$ cat src/rtl/dinv_pkg.sv
package dinv_pkg;

  typedef enum logic [1:0] {
    PH_LEAD  = 2'd0,
    PH_ACT1  = 2'd1,
    PH_ACT2  = 2'd2,
    PH_TRAIL = 2'd3
  } phase_e;

  localparam int NLOC  = 12;
  localparam int NPOLE = 3;

  // {c,b,a} packing, 2 bits per pole; all six are permutations of (2,1,0)
  function automatic logic [5:0] perm_code(input int unsigned k);
    logic [5:0] r;
    case (k % 6)
      0: r = {2'd0, 2'd1, 2'd2};
      1: r = {2'd1, 2'd0, 2'd2};
      2: r = {2'd1, 2'd2, 2'd0};
      3: r = {2'd2, 2'd1, 2'd0};
      4: r = {2'd2, 2'd0, 2'd1};
      default: r = {2'd0, 2'd2, 2'd1};
    endcase
    return r;
  endfunction

  function automatic logic [5:0] loc_code_a(input int unsigned idx);
    return perm_code(((idx % NLOC) + 1) / 2);
  endfunction

  function automatic logic [5:0] loc_code_b(input int unsigned idx);
    return perm_code((idx % NLOC) / 2 + 2);
  endfunction

endpackage

$ cat src/rtl/dinv_period_timer.sv
module dinv_period_timer #(
  parameter int TW = 12
) (
  input  logic               clk_i,
  input  logic               rst_ni,
  input  logic               strobe_i,
  input  logic [3:0]         sector_i,
  input  logic [TW-1:0]      t1_i,
  input  logic [TW-1:0]      t2_i,
  input  logic [TW-1:0]      ts_i,
  output logic               running_o,
  output dinv_pkg::phase_e   phase_o,
  output logic [3:0]         sector_o,
  output logic               done_o
);
  localparam int CW = TW + 1;

  logic [CW-1:0] sum_w, t0_w, tot_w, b1_w, b2_w, b3_w;
  logic [CW-1:0] b1_q, b2_q, b3_q, tot_q, cnt_q;
  logic [3:0]    sector_q;
  logic          run_q, done_q;

  always_comb begin
    sum_w = {1'b0, t1_i} + {1'b0, t2_i};
    if (sum_w > {1'b0, ts_i}) begin
      t0_w  = '0;
      tot_w = sum_w;
    end else begin
      t0_w  = {1'b0, ts_i} - sum_w;
      tot_w = {1'b0, ts_i};
    end
    b1_w = t0_w >> 1;
    b2_w = b1_w + {1'b0, t1_i};
    b3_w = b2_w + {1'b0, t2_i};
  end

  always_ff @(posedge clk_i or negedge rst_ni) begin
    if (!rst_ni) begin
      b1_q     <= '0;
      b2_q     <= '0;
      b3_q     <= '0;
      tot_q    <= '0;
      cnt_q    <= '0;
      sector_q <= 4'd1;
      run_q    <= 1'b0;
      done_q   <= 1'b0;
    end else begin
      done_q <= 1'b0;
      if (strobe_i) begin
        b1_q     <= b1_w;
        b2_q     <= b2_w;
        b3_q     <= b3_w;
        tot_q    <= tot_w;
        sector_q <= sector_i;
        cnt_q    <= '0;
        if (tot_w == '0) begin
          run_q  <= 1'b0;
          done_q <= 1'b1;
        end else begin
          run_q  <= 1'b1;
        end
      end else if (run_q) begin
        if (cnt_q == tot_q - 1'b1) begin
          run_q  <= 1'b0;
          done_q <= 1'b1;
        end else begin
          cnt_q  <= cnt_q + 1'b1;
        end
      end
    end
  end

  always_comb begin
    if (cnt_q < b1_q)      phase_o = dinv_pkg::PH_LEAD;
    else if (cnt_q < b2_q) phase_o = dinv_pkg::PH_ACT1;
    else if (cnt_q < b3_q) phase_o = dinv_pkg::PH_ACT2;
    else                   phase_o = dinv_pkg::PH_TRAIL;
  end

  assign running_o = run_q;
  assign sector_o  = sector_q;
  assign done_o    = done_q;

  // latched bounds move only on a strobe
  a_r8_params_held: assert property (@(posedge clk_i) disable iff (!rst_ni)
    run_q && !strobe_i |=> $stable(b3_q) && $stable(sector_q) && $stable(b1_q));

  // done never overlaps an active period
  a_r7_done_idle: assert property (@(posedge clk_i) disable iff (!rst_ni)
    done_q |-> !run_q);

  // single-cycle pulse
  a_r7_done_pulse: assert property (@(posedge clk_i) disable iff (!rst_ni)
    done_q && !strobe_i |=> !done_q);

endmodule

$ cat src/rtl/dinv_vector_lut.sv
module dinv_vector_lut (
  input  logic             running_i,
  input  dinv_pkg::phase_e phase_i,
  input  logic [3:0]       sector_i,
  output logic [5:0]       pole_a_o,
  output logic [5:0]       pole_b_o
);
  localparam int NLOC = dinv_pkg::NLOC;

  logic [5:0] lut_a [NLOC];
  logic [5:0] lut_b [NLOC];

  for (genvar g = 0; g < NLOC; g++) begin : g_loc
    assign lut_a[g] = dinv_pkg::loc_code_a(g);
    assign lut_b[g] = dinv_pkg::loc_code_b(g);
  end

  logic [3:0] lo_idx, hi_idx;
  logic       in_range;

  always_comb begin
    in_range = (sector_i >= 4'd1) && (sector_i <= 4'd12);
    lo_idx   = in_range ? sector_i - 4'd1 : 4'd0;
    hi_idx   = (in_range && sector_i != 4'd12) ? sector_i : 4'd0;
  end

  always_comb begin
    pole_a_o = '0;
    pole_b_o = '0;
    if (running_i) begin
      unique case (phase_i)
        dinv_pkg::PH_ACT1: begin
          pole_a_o = lut_a[lo_idx];
          pole_b_o = lut_b[lo_idx];
        end
        dinv_pkg::PH_ACT2: begin
          pole_a_o = lut_a[hi_idx];
          pole_b_o = lut_b[hi_idx];
        end
        default: begin
          // zero state: same permutation on both sides keeps common mode
          pole_a_o = lut_a[hi_idx];
          pole_b_o = lut_a[hi_idx];
        end
      endcase
    end
  end

endmodule

$ cat src/rtl/dinv_gate_decode.sv
module dinv_gate_decode #(
  parameter int NPOLE = 3
) (
  input  logic [2*NPOLE-1:0] code_i,
  output logic [4*NPOLE-1:0] gate_o
);
  for (genvar p = 0; p < NPOLE; p++) begin : g_pole
    always_comb begin
      case (code_i[2*p +: 2])
        2'd1:    gate_o[4*p +: 4] = 4'b0110;
        2'd2:    gate_o[4*p +: 4] = 4'b1010;
        default: gate_o[4*p +: 4] = 4'b0101;
      endcase
    end
  end
endmodule

$ cat src/rtl/dinv_rate_select.sv
module dinv_rate_select #(
  parameter int FW     = 8,
  parameter int F_LOW  = 15,
  parameter int F_MID  = 30,
  parameter int F_HIGH = 45
) (
  input  logic [FW-1:0] freq_i,
  output logic [2:0]    samples_o
);
  always_comb begin
    if (32'(freq_i) <= F_LOW)       samples_o = 3'd4;
    else if (32'(freq_i) <= F_MID)  samples_o = 3'd3;
    else if (32'(freq_i) <= F_HIGH) samples_o = 3'd2;
    else                            samples_o = 3'd1;
  end

  // result stays in 1..4
  always_comb begin
    a_r9_range: assert (samples_o >= 3'd1 && samples_o <= 3'd4);
  end
endmodule

$ cat src/rtl/dinv_pwm_seq.sv
module dinv_pwm_seq #(
  parameter int TW = 12,
  parameter int FW = 8
) (
  input  logic          clk_i,
  input  logic          rst_ni,
  input  logic          strobe_i,
  input  logic [3:0]    sector_i,
  input  logic [TW-1:0] t1_i,
  input  logic [TW-1:0] t2_i,
  input  logic [TW-1:0] ts_i,
  input  logic [FW-1:0] freq_i,
  output logic [5:0]    pole_a_o,
  output logic [5:0]    pole_b_o,
  output logic [11:0]   gate_a_o,
  output logic [11:0]   gate_b_o,
  output logic [2:0]    samples_o,
  output logic          done_o
);
  localparam int NPOLE = dinv_pkg::NPOLE;

  logic             running;
  dinv_pkg::phase_e phase;
  logic [3:0]       sector_q;

  dinv_period_timer #(.TW(TW)) u_timer (
    .clk_i     (clk_i),
    .rst_ni    (rst_ni),
    .strobe_i  (strobe_i),
    .sector_i  (sector_i),
    .t1_i      (t1_i),
    .t2_i      (t2_i),
    .ts_i      (ts_i),
    .running_o (running),
    .phase_o   (phase),
    .sector_o  (sector_q),
    .done_o    (done_o)
  );

  dinv_vector_lut u_lut (
    .running_i (running),
    .phase_i   (phase),
    .sector_i  (sector_q),
    .pole_a_o  (pole_a_o),
    .pole_b_o  (pole_b_o)
  );

  dinv_gate_decode #(.NPOLE(NPOLE)) u_dec_a (.code_i(pole_a_o), .gate_o(gate_a_o));
  dinv_gate_decode #(.NPOLE(NPOLE)) u_dec_b (.code_i(pole_b_o), .gate_o(gate_b_o));

  dinv_rate_select #(.FW(FW)) u_rate (.freq_i(freq_i), .samples_o(samples_o));

  logic [2:0] lvl_sum_a, lvl_sum_b;
  assign lvl_sum_a = {1'b0, pole_a_o[1:0]} + {1'b0, pole_a_o[3:2]} + {1'b0, pole_a_o[5:4]};
  assign lvl_sum_b = {1'b0, pole_b_o[1:0]} + {1'b0, pole_b_o[3:2]} + {1'b0, pole_b_o[5:4]};

  // constant common mode while a period runs
  a_r10_cm_const: assert property (@(posedge clk_i) disable iff (!rst_ni)
    running |-> lvl_sum_a == 3'd3 && lvl_sum_b == 3'd3);

  // zero intervals drive identical states
  a_r4_zero_same: assert property (@(posedge clk_i) disable iff (!rst_ni)
    running && (phase == dinv_pkg::PH_LEAD || phase == dinv_pkg::PH_TRAIL)
      |-> pole_a_o == pole_b_o);

  // idle clamps to the zero rail
  a_r6_idle_zero: assert property (@(posedge clk_i) disable iff (!rst_ni)
    !running |-> pole_a_o == 6'd0 && pole_b_o == 6'd0);

  // complementary pairs in every leg
  for (genvar p = 0; p < NPOLE; p++) begin : g_chk
    a_r5_leg_compl: assert property (@(posedge clk_i) disable iff (!rst_ni)
      gate_a_o[4*p+3] != gate_a_o[4*p+2] && gate_a_o[4*p+1] != gate_a_o[4*p] &&
      gate_b_o[4*p+3] != gate_b_o[4*p+2] && gate_b_o[4*p+1] != gate_b_o[4*p]);
  end

endmodule

$ cat config.mk
export PLATFORM = sky130hd
export DESIGN_NAME = dinv_pwm_seq
export DESIGN_NICKNAME = d
export VERILOG_FILES = /design/src/rtl/dinv_pkg.sv /design/src/rtl/dinv_period_timer.sv /design/src/rtl/dinv_vector_lut.sv /design/src/rtl/dinv_gate_decode.sv /design/src/rtl/dinv_rate_select.sv /design/src/rtl/dinv_pwm_seq.sv
export SDC_FILE = /design/constraint.sdc
export NUM_CORES = 1
export LEC_CHECK = 0
export ABC_AREA = 0
export BUFFER_PORTS_ARGS = -buffer_cell sky130_fd_sc_hd__buf_4
export CAP_MARGIN = 5
export CORE_AREA = 3 3 178 180
export CTS_BUF_LIST = sky130_fd_sc_hd__clkbuf_2 sky130_fd_sc_hd__clkbuf_4 sky130_fd_sc_hd__clkbuf_8
export DETAILED_ROUTE_END_ITERATION = 8
export DIE_AREA = 0 0 181 183
export HOLD_SLACK_MARGIN = 0.15
export RECOVER_POWER = 100
export SLEW_MARGIN = 10
export SYNTH_ARGS = -nofsm -noshare
export SYNTH_HDL_FRONTEND = slang
export SYNTH_SLANG_ARGS = --single-unit
$ cat constraint.sdc
create_clock -name clk_i -period 3.52 [get_ports clk_i]
set_clock_uncertainty 0.05 [all_clocks]
set_input_delay 0 -clock clk_i [delete_from_list [all_inputs] [get_ports clk_i]]
set_output_delay 0 -clock clk_i [all_outputs]
set_load 0.02 [all_outputs]
==> flow_summary.html <==
<table>
<tr><th>Metric</th><th>Value</th></tr>
<tr><th colspan="2">Outcome</th></tr>
<tr><td>Outcome</td><td>finished with violations</td></tr>
<tr><td>Violated checks</td><td>capacitance limit, slew limit, setup timing</td></tr>
<tr><th colspan="2">Yosys</th></tr>
<tr><td>Share of Yosys cell area claimed by the top area cell type</td><td>22.83%</td></tr>
<tr><td>Primary flip-flop cell chosen by synthesis mapping</td><td>dfrtp_1</td></tr>
<tr><td>Post-Syn Area per Cell</td><td>8.115 um^2</td></tr>
<tr><td>Main area contributors after synthesis</td><td>dfrtp_1, ha_1, xnor2_1</td></tr>
<tr><td>Most frequent cells after synthesis</td><td>ha_1, inv_1, dfrtp_1, o21ai_0, nand2_1</td></tr>
<tr><td>Share of synthesized registers carrying an async set or reset</td><td>100.0%</td></tr>
<tr><td>Most frequent cell after synthesis</td><td>ha_1</td></tr>
<tr><td>Warnings from Yosys</td><td>0</td></tr>
<tr><td>Number of distinct library cells after synthesis</td><td>73</td></tr>
<tr><td>Sequential area share after synthesis</td><td>23.18%</td></tr>
<tr><td>Cells after synthesis</td><td>932</td></tr>
<tr><td>Register bit count reported by yosys</td><td>70</td></tr>
<tr><td>Total nets after synthesis</td><td>1098</td></tr>
<tr><td>Number of flops mapped to enable cells by yosys</td><td>0</td></tr>
<tr><td>Cell area after synthesis</td><td>7564 um^2</td></tr>
<tr><td>Synth area leader</td><td>dfrtp_1</td></tr>
<tr><th colspan="2">Clock tree</th></tr>
<tr><td>CTS H-tree depth</td><td>3</td></tr>
<tr><td>Buffers from clock root to sink, at most</td><td>2</td></tr>
<tr><td>Clock slew seen by the registers of the worst setup and hold paths</td><td>70 ps</td></tr>
<tr><td>Number of clock sinks</td><td>70</td></tr>
<tr><td>TritonCTS clock tree</td><td>yes</td></tr>
<tr><td>Number of buffers inserted during clock tree synthesis</td><td>9</td></tr>
<tr><td>Clk root buf</td><td>clkbuf_8</td></tr>
<tr><td>Clock latency of the later-clocked register in the worst-skew pair</td><td>360 ps</td></tr>
<tr><th colspan="2">Placement</th></tr>
<tr><td>I/O Buffers</td><td>90</td></tr>
<tr><td>Post-detailed-placement half-perimeter wirelength</td><td>19.02 mm</td></tr>
<tr><td>Number of cells in the design after placement</td><td>1610</td></tr>
<tr><td>Placer Congestion</td><td>0.8833</td></tr>
<tr><td>Instance area after placement</td><td>10550 um^2</td></tr>
<tr><td>Dpl ws</td><td>-2259 ps</td></tr>
<tr><th colspan="2">Critical path</th></tr>
<tr><td>Most frequent cell on the critical path</td><td>a21oi_2</td></tr>
<tr><td>Critical Setup Path Class</td><td>in2reg</td></tr>
<tr><td>Critical path buffers and inverters</td><td>5</td></tr>
<tr><td>Critical path data required time</td><td>3750 ps</td></tr>
<tr><td>Type of origin of the critical path</td><td>primary input</td></tr>
<tr><td>Cell family with most CP delay</td><td>compound AO/OA/AOI/OAI gates</td></tr>
<tr><td>Launch point of the worst reg-to-reg path</td><td>u_timer.tot_q[2]</td></tr>
<tr><td>Worst-path fanout max</td><td>5</td></tr>
<tr><td>Delay of the slowest critical-path stage</td><td>390 ps</td></tr>
<tr><td>Slack of the worst reg-to-reg path</td><td>350 ps</td></tr>
<tr><td>Endpoint kind of the worst setup timing path</td><td>register</td></tr>
<tr><td>Arrival time worst endpoint</td><td>5520 ps</td></tr>
<tr><td>Critical-path top delay cell</td><td>or3_4</td></tr>
<tr><td>Startpoint of the most critical setup path</td><td>t2_i[0]</td></tr>
<tr><th colspan="2">STA</th></tr>
<tr><td>Pin slew with the least headroom to its limit</td><td>2293 ps</td></tr>
<tr><td>Final-layout worst hold slack</td><td>150.9 ps</td></tr>
<tr><td>Maximum clock frequency</td><td>189.2 MHz</td></tr>
<tr><td>Worst slew slack as a fraction of its limit</td><td>-52.87%</td></tr>
<tr><td>Tmin final</td><td>5286 ps</td></tr>
<tr><td>Final-report hold violation count</td><td>0</td></tr>
<tr><td>RSZ-0062 raised after global routing</td><td>yes</td></tr>
<tr><td>Fraction of the cycle the final worst path needs</td><td>150.2%</td></tr>
<tr><td>PnR worst setup slack</td><td>-1766 ps</td></tr>
<tr><td>Number of pins with negative max-slew slack in the final report</td><td>124</td></tr>
<tr><td>Count of final setup violators</td><td>58</td></tr>
<tr><td>Accumulated negative setup slack</td><td>-30220 ps</td></tr>
<tr><th colspan="2">Hold path</th></tr>
<tr><td>Hold path startpoint</td><td>t1_i[0]</td></tr>
<tr><td>Min-delay worst type</td><td>in2reg</td></tr>
<tr><th colspan="2">Finish</th></tr>
<tr><td>Area growth from synthesis to layout</td><td>65.36%</td></tr>
<tr><td>Ant diodes</td><td>0</td></tr>
<tr><td>Ratio of cells with drive above 1 in the final layout</td><td>44.79%</td></tr>
<tr><td>Fin cells</td><td>1691</td></tr>
<tr><td>Final cell utilization of the core</td><td>41.21%</td></tr>
<tr><td>Layout net count</td><td>1456</td></tr>
<tr><td>Final cell area excluding filler cells</td><td>12510 um^2</td></tr>
<tr><th colspan="2">GRT</th></tr>
<tr><td>Initial antenna violation count</td><td>0</td></tr>
<tr><td>Grt ovf</td><td>0</td></tr>
<tr><td>Largest net degree at the start of global routing</td><td>71</td></tr>
<tr><td>GRT Total Usage</td><td>14.59%</td></tr>
<tr><td>Number of global-route vias before repair</td><td>8284</td></tr>
<tr><td>Global-route wire length before repair</td><td>40.40 mm</td></tr>
<tr><th colspan="2">Drt</th></tr>
<tr><td>Via count</td><td>8071</td></tr>
<tr><td>Detailed router's first-iteration violation count</td><td>343</td></tr>
<tr><td>Average routed wire per standard cell</td><td>14.92 um</td></tr>
<tr><td>Post-DR vias/cell</td><td>4.773</td></tr>
<tr><td>Remaining routing DRC violations</td><td>0</td></tr>
<tr><td>Total Routed Length</td><td>25.22 mm</td></tr>
<tr><td>Number of detailed-route iterations in the first pass</td><td>7</td></tr>
<tr><td>Count of nets left with antenna violations after detail routing</td><td>0</td></tr>
<tr><th colspan="2">Floorplanning</th></tr>
<tr><td>Initial standard-cell utilization of the core</td><td>24.92%</td></tr>
<tr><td>Height of the die</td><td>183 um</td></tr>
<tr><td>DIE WIDTH</td><td>181 um</td></tr>
<tr><td>Row count</td><td>64</td></tr>
<tr><td>Floorplan die area</td><td>33120 um^2</td></tr>
<tr><td>Standard cell core area</td><td>30350 um^2</td></tr>
<tr><td>Top-Level Pins</td><td>91</td></tr>
<tr><th colspan="2">Pwr</th></tr>
<tr><td>Largest vdd supply drop</td><td>0.3971 mV</td></tr>
<tr><td>Reported leakage power</td><td>5.843 nW</td></tr>
<tr><td>Post-layout power</td><td>8.783 mW</td></tr>
<tr><td>Pwr/cell area</td><td>702.3 nW/um^2</td></tr>
<tr><th colspan="2">Flow run</th></tr>
<tr><td>Number of violations of the max-capacitance limit</td><td>2</td></tr>
</table>
## flip-flops by register name (all words and copies together) (netlist names)
name,flops
u_timer.cnt_q,13
u_timer.tot_q,13
u_timer.b3_q,13
u_timer.b2_q,13
u_timer.b1_q,12
u_timer.running_o,1
u_timer.sector_o,4
u_timer.done_o,1
## metal layers
layer	up-vias	track usage (%)	wire, um
li1	4027	-	-
met2	177	25.64	12300
met4	0	3.260	397
met1	3831	19.48	11610
met3	36	1.488	911
met5	-	0	0
## tightest hold or removal path, stage by stage
cell      delay (ps)
buf_6             80
ha_4             120
buf_4            110
nand3_1           90
o211ai_1         110
## cell type report
| class | instances | area (um^2) |
|---|---|---|
| clock buffer | 11 | 145.1 |
| multi-input combinational | 732 | 6481 |
| sequential | 70 | 1753 |
| clock inverter | 5 | 106.4 |
| inverter | 98 | 372.9 |
| tap | 396 | 495.5 |
| fill | 2910 | 17840 |
| timing repair buffer | 379 | 3153 |
## power by group
group	switching (mW)	internal, mW	leakage [nW]
clock	0.319	0.499	0.123
sequential	0.137	1.03	0.870
combinational	3.20	3.59	4.85
## final timing paths
| check | endpoint | depth (start not counted) |
|---|---|---|
| max in group asynchronous | u_timer.tot_q[0] | 2 |
| max reg2reg | u_timer.cnt_q[1] | 10 |
| min reg2reg | u_timer.b2_q[9] | 1 |
| min in group asynchronous | u_timer.b2_q[10] | 2 |
| max | u_timer.b3_q[10] | 33 |
| min | u_timer.tot_q[0] | 5 |
## placed cells by master, fill, tap and decap left out, drive strengths merged, types with 4 or more instances in the layout
cell type and n:
xor2 19, or2 8, or4 5, and2 11
nor3 24, nor3b 4, nor4 9, a21o 21
a211oi 13, dlygate4sd3 19, a31oi 12, nor4b 7
nand4 11, o31a 4, buf 353, o21ai 78
or3 7, clkbuf 18, nor2 63, o31ai 5
dfrtp 69, nand3 31, a21oi 55, inv 97
xnor2 43, o21a 11, o22ai 6, nor2b 12
fa 4, mux2i 12, o21bai 7, nand2 64
mux2 9, and3 7, nand2b 12, ha 111
o211ai 13
## kinds of logic (layout without fill, tap and decap cells)
family | Yosys count | count (layout) | synth area share (%)
AOI/OAI and AO/OA | 253 | 253 | 21.21
xor gates and xnor gates | 62 | 62 | 7.179
adders and majority gates | 116 | 116 | 19.55
buffers and inverters | 130 | 493 | 6.600
DFF | 70 | 70 | 23.18
muxes | 21 | 21 | 2.928
and+or+nand+nor | 280 | 280 | 19.36
## repair_timing
action	CTS	global route
pin swaps	83	67
endpoints found under the hold margin	101	0
hold buffers	19	0
gates resized for setup	195	88
endpoints found under the setup margin	60	67
buffers inserted	46	21
(Power assumes the default switching activity.)
